[src/rtl/rowbnd_pkg.sv]
package rowbnd_pkg;

    // Outcome of one lookup, carried through the result register.
    typedef enum logic [1:0] {
        LK_IDLE   = 2'd0,
        LK_HIT    = 2'd1,
        LK_OOR    = 2'd2,
        LK_BADCFG = 2'd3
    } lk_status_e;

    // Number of rows taking part in decoding for the selected channel mode.
    function automatic int unsigned live_rows(input logic dual, input int unsigned nrows);
        return dual ? (nrows / 2) : nrows;
    endfunction

    // True when row idx takes part in decoding.
    function automatic logic row_live(input int unsigned idx, input logic dual,
                                      input int unsigned nrows);
        return idx < live_rows(dual, nrows);
    endfunction

    // Fold request, configuration health and search outcome into one status.
    function automatic lk_status_e classify(input logic valid, input logic bad,
                                            input logic found);
        if (!valid)      return LK_IDLE;
        else if (bad)    return LK_BADCFG;
        else if (found)  return LK_HIT;
        else             return LK_OOR;
    endfunction

endpackage

[src/rtl/rowbnd_regs.sv]
module rowbnd_regs
    import rowbnd_pkg::*;
#(
    parameter int NUM_ROWS = 8,
    parameter int BND_W    = 8,
    parameter int BND_USED = 7,
    localparam int ROW_W   = $clog2(NUM_ROWS)
) (
    input  logic                               clk,
    input  logic                               rst,
    input  logic                               wr_en,
    input  logic [ROW_W-1:0]                   wr_idx,
    input  logic [BND_W-1:0]                   wr_data,
    output logic [NUM_ROWS-1:0][BND_USED-1:0]  bnd_q
);

    // Reserved upper bits of the write data are dropped on purpose.
    logic unused_rsvd;
    assign unused_rsvd = ^wr_data[BND_W-1:BND_USED];

    for (genvar g = 0; g < NUM_ROWS; g++) begin : g_row
        always_ff @(posedge clk) begin
            if (rst) begin
                bnd_q[g] <= '0;
            end else if (wr_en && (wr_idx == ROW_W'(g))) begin
                bnd_q[g] <= wr_data[BND_USED-1:0];
            end
        end
    end

endmodule

[src/rtl/rowbnd_order_chk.sv]
module rowbnd_order_chk
    import rowbnd_pkg::*;
#(
    parameter int NUM_ROWS = 8,
    parameter int BND_USED = 7
) (
    input  logic [NUM_ROWS-1:0][BND_USED-1:0] bnd,
    input  logic                              dual,
    output logic                              cfg_err
);

    logic [NUM_ROWS-1:0] drop;

    assign drop[0] = 1'b0;
    for (genvar g = 1; g < NUM_ROWS; g++) begin : g_pair
        assign drop[g] = row_live(g, dual, NUM_ROWS) && (bnd[g] < bnd[g-1]);
    end

    assign cfg_err = |drop;

endmodule

[src/rtl/rowbnd_search.sv]
module rowbnd_search
    import rowbnd_pkg::*;
#(
    parameter int NUM_ROWS = 8,
    parameter int BND_USED = 7,
    localparam int ROW_W   = $clog2(NUM_ROWS)
) (
    input  logic [NUM_ROWS-1:0][BND_USED-1:0] bnd,
    input  logic                              dual,
    input  logic [BND_USED-1:0]               granule,
    output logic                              found,
    output logic [ROW_W-1:0]                  row
);

    // One comparator per row: limit lies strictly above the granule.
    logic [NUM_ROWS-1:0] above;

    for (genvar g = 0; g < NUM_ROWS; g++) begin : g_cmp
        assign above[g] = row_live(g, dual, NUM_ROWS) && (bnd[g] > granule);
    end

    // Lowest set bit wins; an empty row can never be the lowest one above.
    always_comb begin
        row = '0;
        for (int i = NUM_ROWS - 1; i >= 0; i--) begin
            if (above[i]) begin
                row = ROW_W'(i);
            end
        end
    end

    assign found = |above;

endmodule

[src/rtl/rowbnd_decoder.sv]
module rowbnd_decoder
    import rowbnd_pkg::*;
#(
    parameter int NUM_ROWS   = 8,
    parameter int BND_W      = 8,
    parameter int BND_USED   = 7,
    parameter int GRAN_SHIFT = 26,
    localparam int ROW_W     = $clog2(NUM_ROWS),
    localparam int ADDR_W    = GRAN_SHIFT + BND_USED
) (
    input  logic              clk,
    input  logic              rst,
    input  logic              wr_en,
    input  logic [ROW_W-1:0]  wr_idx,
    input  logic [BND_W-1:0]  wr_data,
    input  logic              dual_chan,
    input  logic              lk_valid,
    input  logic [ADDR_W-1:0] lk_addr,
    output logic              res_valid,
    output logic              res_hit,
    output logic              res_oor,
    output logic [ROW_W-1:0]  res_row,
    output logic              cfg_err
);

    typedef struct packed {
        logic             valid;
        lk_status_e       status;
        logic [ROW_W-1:0] row;
    } result_t;

    logic [NUM_ROWS-1:0][BND_USED-1:0] bnd;
    logic [BND_USED-1:0]               granule;
    logic                              found;
    logic [ROW_W-1:0]                  found_row;
    result_t                           res_d, res_q;

    // Offset inside a granule does not affect row selection.
    logic unused_offset;
    assign unused_offset = ^lk_addr[GRAN_SHIFT-1:0];
    assign granule       = lk_addr[ADDR_W-1:GRAN_SHIFT];

    rowbnd_regs #(
        .NUM_ROWS (NUM_ROWS),
        .BND_W    (BND_W),
        .BND_USED (BND_USED)
    ) u_regs (
        .clk     (clk),
        .rst     (rst),
        .wr_en   (wr_en),
        .wr_idx  (wr_idx),
        .wr_data (wr_data),
        .bnd_q   (bnd)
    );

    rowbnd_order_chk #(
        .NUM_ROWS (NUM_ROWS),
        .BND_USED (BND_USED)
    ) u_order (
        .bnd     (bnd),
        .dual    (dual_chan),
        .cfg_err (cfg_err)
    );

    rowbnd_search #(
        .NUM_ROWS (NUM_ROWS),
        .BND_USED (BND_USED)
    ) u_search (
        .bnd     (bnd),
        .dual    (dual_chan),
        .granule (granule),
        .found   (found),
        .row     (found_row)
    );

    always_comb begin
        res_d.valid  = lk_valid;
        res_d.status = classify(lk_valid, cfg_err, found);
        res_d.row    = (res_d.status == LK_HIT) ? found_row : '0;
    end

    always_ff @(posedge clk) begin
        if (rst) begin
            res_q <= '0;
        end else begin
            res_q <= res_d;
        end
    end

    assign res_valid = res_q.valid;
    assign res_hit   = (res_q.status == LK_HIT);
    assign res_oor   = (res_q.status == LK_OOR);
    assign res_row   = res_q.row;

endmodule

[config.mk]
export PLATFORM = sky130hd
export DESIGN_NAME = rowbnd_decoder
export DESIGN_NICKNAME = d
export VERILOG_FILES = /design/src/rtl/rowbnd_pkg.sv /design/src/rtl/rowbnd_regs.sv /design/src/rtl/rowbnd_order_chk.sv /design/src/rtl/rowbnd_search.sv /design/src/rtl/rowbnd_decoder.sv
export SDC_FILE = /design/constraint.sdc
export NUM_CORES = 1
export LEC_CHECK = 0
export BUFFER_PORTS_ARGS = -buffer_cell sky130_fd_sc_hd__buf_4
export CAP_MARGIN = 40
export CORE_UTILIZATION = 41
export DETAILED_ROUTE_END_ITERATION = 8
export GPL_TIMING_DRIVEN = 0
export PLACE_DENSITY = 0.72
export SLEW_MARGIN = 25
export SYNTH_ARGS = -nofsm -noshare
export SYNTH_HDL_FRONTEND = slang
export SYNTH_SLANG_ARGS = --single-unit
[constraint.sdc]
create_clock -name clk -period 2.7 [get_ports clk]
set_input_delay 0 -clock clk [delete_from_list [all_inputs] [get_ports clk]]
set_output_delay 0 -clock clk [all_outputs]
set_load 0.1 [all_outputs]
==> impl_metrics.py <==
metrics = {
    "pwr": {
        "internal-power_mw": 1.79,
        "power_switching_share": 0.291,
        "seqPwrFrac": 0.380,
        "clock_power_share": 0.445,
        "vdd_ir_drop_max_v": 0.000382,
        "power.net_switching_mw": 0.734,
        "share_comb_of_total_power": 0.175,
        "total_power_of_the_final_layout_mw": 2.52,
        "power_per_cell_area_mw_per_mm2": 479,
        "static-leakage-power_nw": 2.36,
    },
    "critical_path": {
        "worst_r2r_endpoint": "res_q[3]",
        "worst_setup_path_startpoint": "u_regs.bnd_q[12]",
        "r2r_start": "u_regs.bnd_q[25]",
        "crit_required_ns": 2.70,
        "reg2reg_slack_ns": 0.30,
        "setup.worst_path.end_class": "output port",
        "start_kind": "flop",
        "critical_path_peak_fanout": 4,
        "path_class": "flop to output port",
        "worst-endpoint-arrival_ns": 2.46,
        "endpoint": "cfg_err",
        "reg2reg_depth": 7,
    },
    "cells_and_area": {
        "nets": 723,
        "finish.utilization": 0.482,
        "layout-drive-gt1-share": 0.0878,
        "area_delta_synth_final_pct": 13.8,
        "layoutNonFillerInstCount": 721,
        "diodes_inserted": 0,
    },
    "clock_tree": {
        "cts_tree": "done",
        "clock_insertion_delay_worst_skew_ns": 0.33,
        "cts.root.buffer_cell": "sky130_fd_sc_hd__clkbuf_16",
        "post-cts-setup-buffers": 0,
        "cts_buffer_depth": 2,
        "number_of_gates_resized_after_cts": 0,
        "inserted_clock_buffers": 9,
        "cts.htree.levels": 3,
        "worst_setup_hold_path_clk_slew_ns": 0.06,
        "cts_sinks": 62,
    },
    "yosys": {
        "seq_area_frac_synth": 0.268,
        "ys_seq_elements": 62,
        "synth_nets": 689,
        "yosys.cell_types.count": 54,
        "post-synth-top-area-cell": "sky130_fd_sc_hd__dfxtp_1",
        "postSynth.topFlopCell": "sky130_fd_sc_hd__dfxtp_1",
        "syn-cell-area_mm2": 0.00463,
        "asyncSetResetFlopFracSynth": 0,
        "synth_edf_count": 0,
        "synthesis.area_per_instance_um2": 8.53,
        "syn_inst": 542,
        "yosys_synthesis_warning_count": 0,
        "synth_top_area_frac": 0.268,
        "most_area_consuming_cells_after_synthesis": "sky130_fd_sc_hd__dfxtp_1, sky130_fd_sc_hd__ha_1, sky130_fd_sc_hd__mux2i_1",
    },
    "global_routing": {
        "grt_antenna_before_repair": 0,
        "grt_overflow_total": 0,
        "grt_pass1_wl_um": 19700,
        "groute.usage.overall": 0.222,
        "grt_pass1_vias": 3936,
        "grt_max_degree": 11,
    },
    "floorplan": {
        "rows": 38,
        "floorplan.io_pins": 56,
        "die_area_mm2": 0.0117,
        "chip_width_um": 108,
        "coreArea_mm2": 0.0109,
        "die_y_um": 108,
        "start_util": 0.423,
    },
    "timing": {
        "hold_viol": 0,
        "min_period_ns": 2.46,
        "slew-limit-headroom": 0.501,
        "finalMaxSlewViolations": 0,
        "max_freq_mhz": 406,
        "worst_slew_pin_slew_ns": 0.748,
        "timing.final.setup_violations": 0,
        "clock-skew-final_ns": 0.00469,
        "final_cycle_share": 0.912,
        "setup-tns-final_ns": 0,
        "grt_setup_unrepaired": "false",
    },
    "route": {
        "firstDrtPassIters": 5,
        "route.detailed.vias_per_inst": 5.67,
        "routedWlPerCell_um": 16.8,
        "drtAntennaViolNets": 0,
        "route.final.wire_length_um": 12100,
        "route.vias.total": 4087,
        "drt_first_iter_violations": 307,
        "drc_errors": 0,
    },
    "outcome": {
        "status": "finished clean",
    },
    "run": {
        "cap_violations": 0,
    },
    "placement": {
        "dp_cells": 701,
        "place_congestion": 0.830,
        "count_of_input_and_output_buffers": 19,
        "dp_hpwl_um": 9140,
    },
    "min_path": {
        "min_path_type": "input port to flop",
    },
}
==> area by class of cell <==
cell class | count | area, µm²
multi-input cells | 397 | 3060
fillers | 1036 | 5670
well taps | 140 | 175
flip-flops and latches | 62 | 1240
clock inverters | 3 | 17.5
repair buffers | 23 | 178
plain buffers | 24 | 103
inverters | 59 | 221
clock buffers | 13 | 270
==> synth_stat cells (2+ instances only) <==
cell type	n
sky130_fd_sc_hd__ha_1	98
sky130_fd_sc_hd__dfxtp_1	62
sky130_fd_sc_hd__inv_1	59
sky130_fd_sc_hd__nor2_1	50
sky130_fd_sc_hd__a21oi_1	43
sky130_fd_sc_hd__mux2i_1	42
sky130_fd_sc_hd__nand2_1	40
sky130_fd_sc_hd__o21ai_0	23
sky130_fd_sc_hd__clkbuf_1	18
sky130_fd_sc_hd__nand3_1	10
sky130_fd_sc_hd__nand4_1	9
sky130_fd_sc_hd__a211oi_1	8
sky130_fd_sc_hd__a21o_1	7
sky130_fd_sc_hd__nand3b_1	7
sky130_fd_sc_hd__nor2b_1	6
sky130_fd_sc_hd__o22ai_1	4
sky130_fd_sc_hd__and3_1	3
sky130_fd_sc_hd__buf_4	3
sky130_fd_sc_hd__o21bai_1	3
sky130_fd_sc_hd__a22o_1	2
sky130_fd_sc_hd__a31oi_1	2
sky130_fd_sc_hd__a41oi_1	2
sky130_fd_sc_hd__and4_4	2
sky130_fd_sc_hd__buf_1	2
sky130_fd_sc_hd__nand2b_1	2
sky130_fd_sc_hd__nand4b_1	2
sky130_fd_sc_hd__nor3_1	2
sky130_fd_sc_hd__nor3b_1	2
sky130_fd_sc_hd__nor4_1	2
sky130_fd_sc_hd__o221ai_1	2
sky130_fd_sc_hd__o31a_1	2
==> routing by layer <==
layer  track usage  wire (µm)  share of wire  up-vias
met4         0.109        369          0.030        0
met5             0          0              0        -
met3        0.0325        754          0.062       27
li1              -          -              -     1992
met1         0.289       5560           0.46     1940
met2         0.357       5460           0.45      128
==> per-stage QoR <==
| stage | hold slack, ns | worst slack [ns] | area [µm²] |
|---|---|---|---|
| floorplan | 0.0900 | 0.447 | 4630 |
| global placement | 0.226 | 0.246 | 4940 |
| detailed placement | 0.231 | 0.219 | 4940 |
| CTS | 0.0973 | 0.261 | 5260 |
| global route | 0.106 | 0.105 | 5270 |
| finish | 0.0999 | 0.236 | 5270 |
==> logic make-up after synthesis <==
group / Yosys count / share of synthesized area
adder cells (fa/ha/maj): 98 / 0.265
AO/OA/AOI/OAI: 113 / 0.154
buffers and inverters: 83 / 0.0701
AND/OR/NAND/NOR: 144 / 0.152
multiplexers: 42 / 0.0909
flip-flops: 62 / 0.268
==> repair_timing <==
item,in CTS,in global routing
endpoints found under the hold margin,3,0
setup endpoints to repair,0,0
hold buffers,3,0
==> sequential cells by signal, indices dropped and copies added (netlist names) <==
name          count
res_q             2
res_valid         1
res_row           3
u_regs.bnd_q     56
==> worst min path at each step <==
stage / start / end / slack [ns] / cells after the start
finish: dual_chan / res_q[4] / 0.1 / 3
global route: dual_chan / res_q[4] / 0.11 / 3
CTS: dual_chan / res_q[4] / 0.1 / 3
detailed placement: rst / res_valid / 0.23 / 2
global placement: rst / res_valid / 0.23 / 2
floorplan: rst / res_valid / 0.09 / 1
==> cells in the final DEF, fill, tap and decap left out, types with 7 or more instances in the layout <==
cell	Yosys	final
sky130_fd_sc_hd__nand2_1	40	40
sky130_fd_sc_hd__clkbuf_1	18	19
sky130_fd_sc_hd__ha_1	98	98
sky130_fd_sc_hd__nand4_1	9	9
sky130_fd_sc_hd__inv_1	59	59
sky130_fd_sc_hd__nand3b_1	7	7
sky130_fd_sc_hd__o21ai_0	23	23
sky130_fd_sc_hd__dfxtp_1	62	62
sky130_fd_sc_hd__a211oi_1	8	8
sky130_fd_sc_hd__a21oi_1	43	43
sky130_fd_sc_hd__nand3_1	10	10
sky130_fd_sc_hd__nor2_1	50	50
sky130_fd_sc_hd__mux2i_1	42	42
sky130_fd_sc_hd__a21o_1	7	7
sky130_fd_sc_hd__buf_4	3	22
sky130_fd_sc_hd__clkbuf_16	0	9
==> critical path, stage by stage (launching register included) <==
cell	delay (ns)
sky130_fd_sc_hd__dfxtp_1	0.41
sky130_fd_sc_hd__inv_1	0.07
sky130_fd_sc_hd__ha_1	0.30
sky130_fd_sc_hd__a21o_1	0.18
sky130_fd_sc_hd__a22o_1	0.22
sky130_fd_sc_hd__a211o_2	0.32
sky130_fd_sc_hd__and4_2	0.26
sky130_fd_sc_hd__nand2_1	0.09
sky130_fd_sc_hd__buf_4	0.29
==> power by group through the flow <==
| stage | Clock [mW] | Combinational, mW | Sequential, mW |
|---|---|---|---|
| finish | 1.12 | 0.442 | 0.959 |
| CTS | 1.12 | 0.438 | 0.959 |
| global placement | 0 | 0.414 | 0.978 |
| global route | 1.16 | 0.489 | 0.962 |
| floorplan | 0 | 0.306 | 0.977 |
| detailed placement | 0 | 0.433 | 0.978 |
Note: power is estimated with default switching activity, not from simulation.
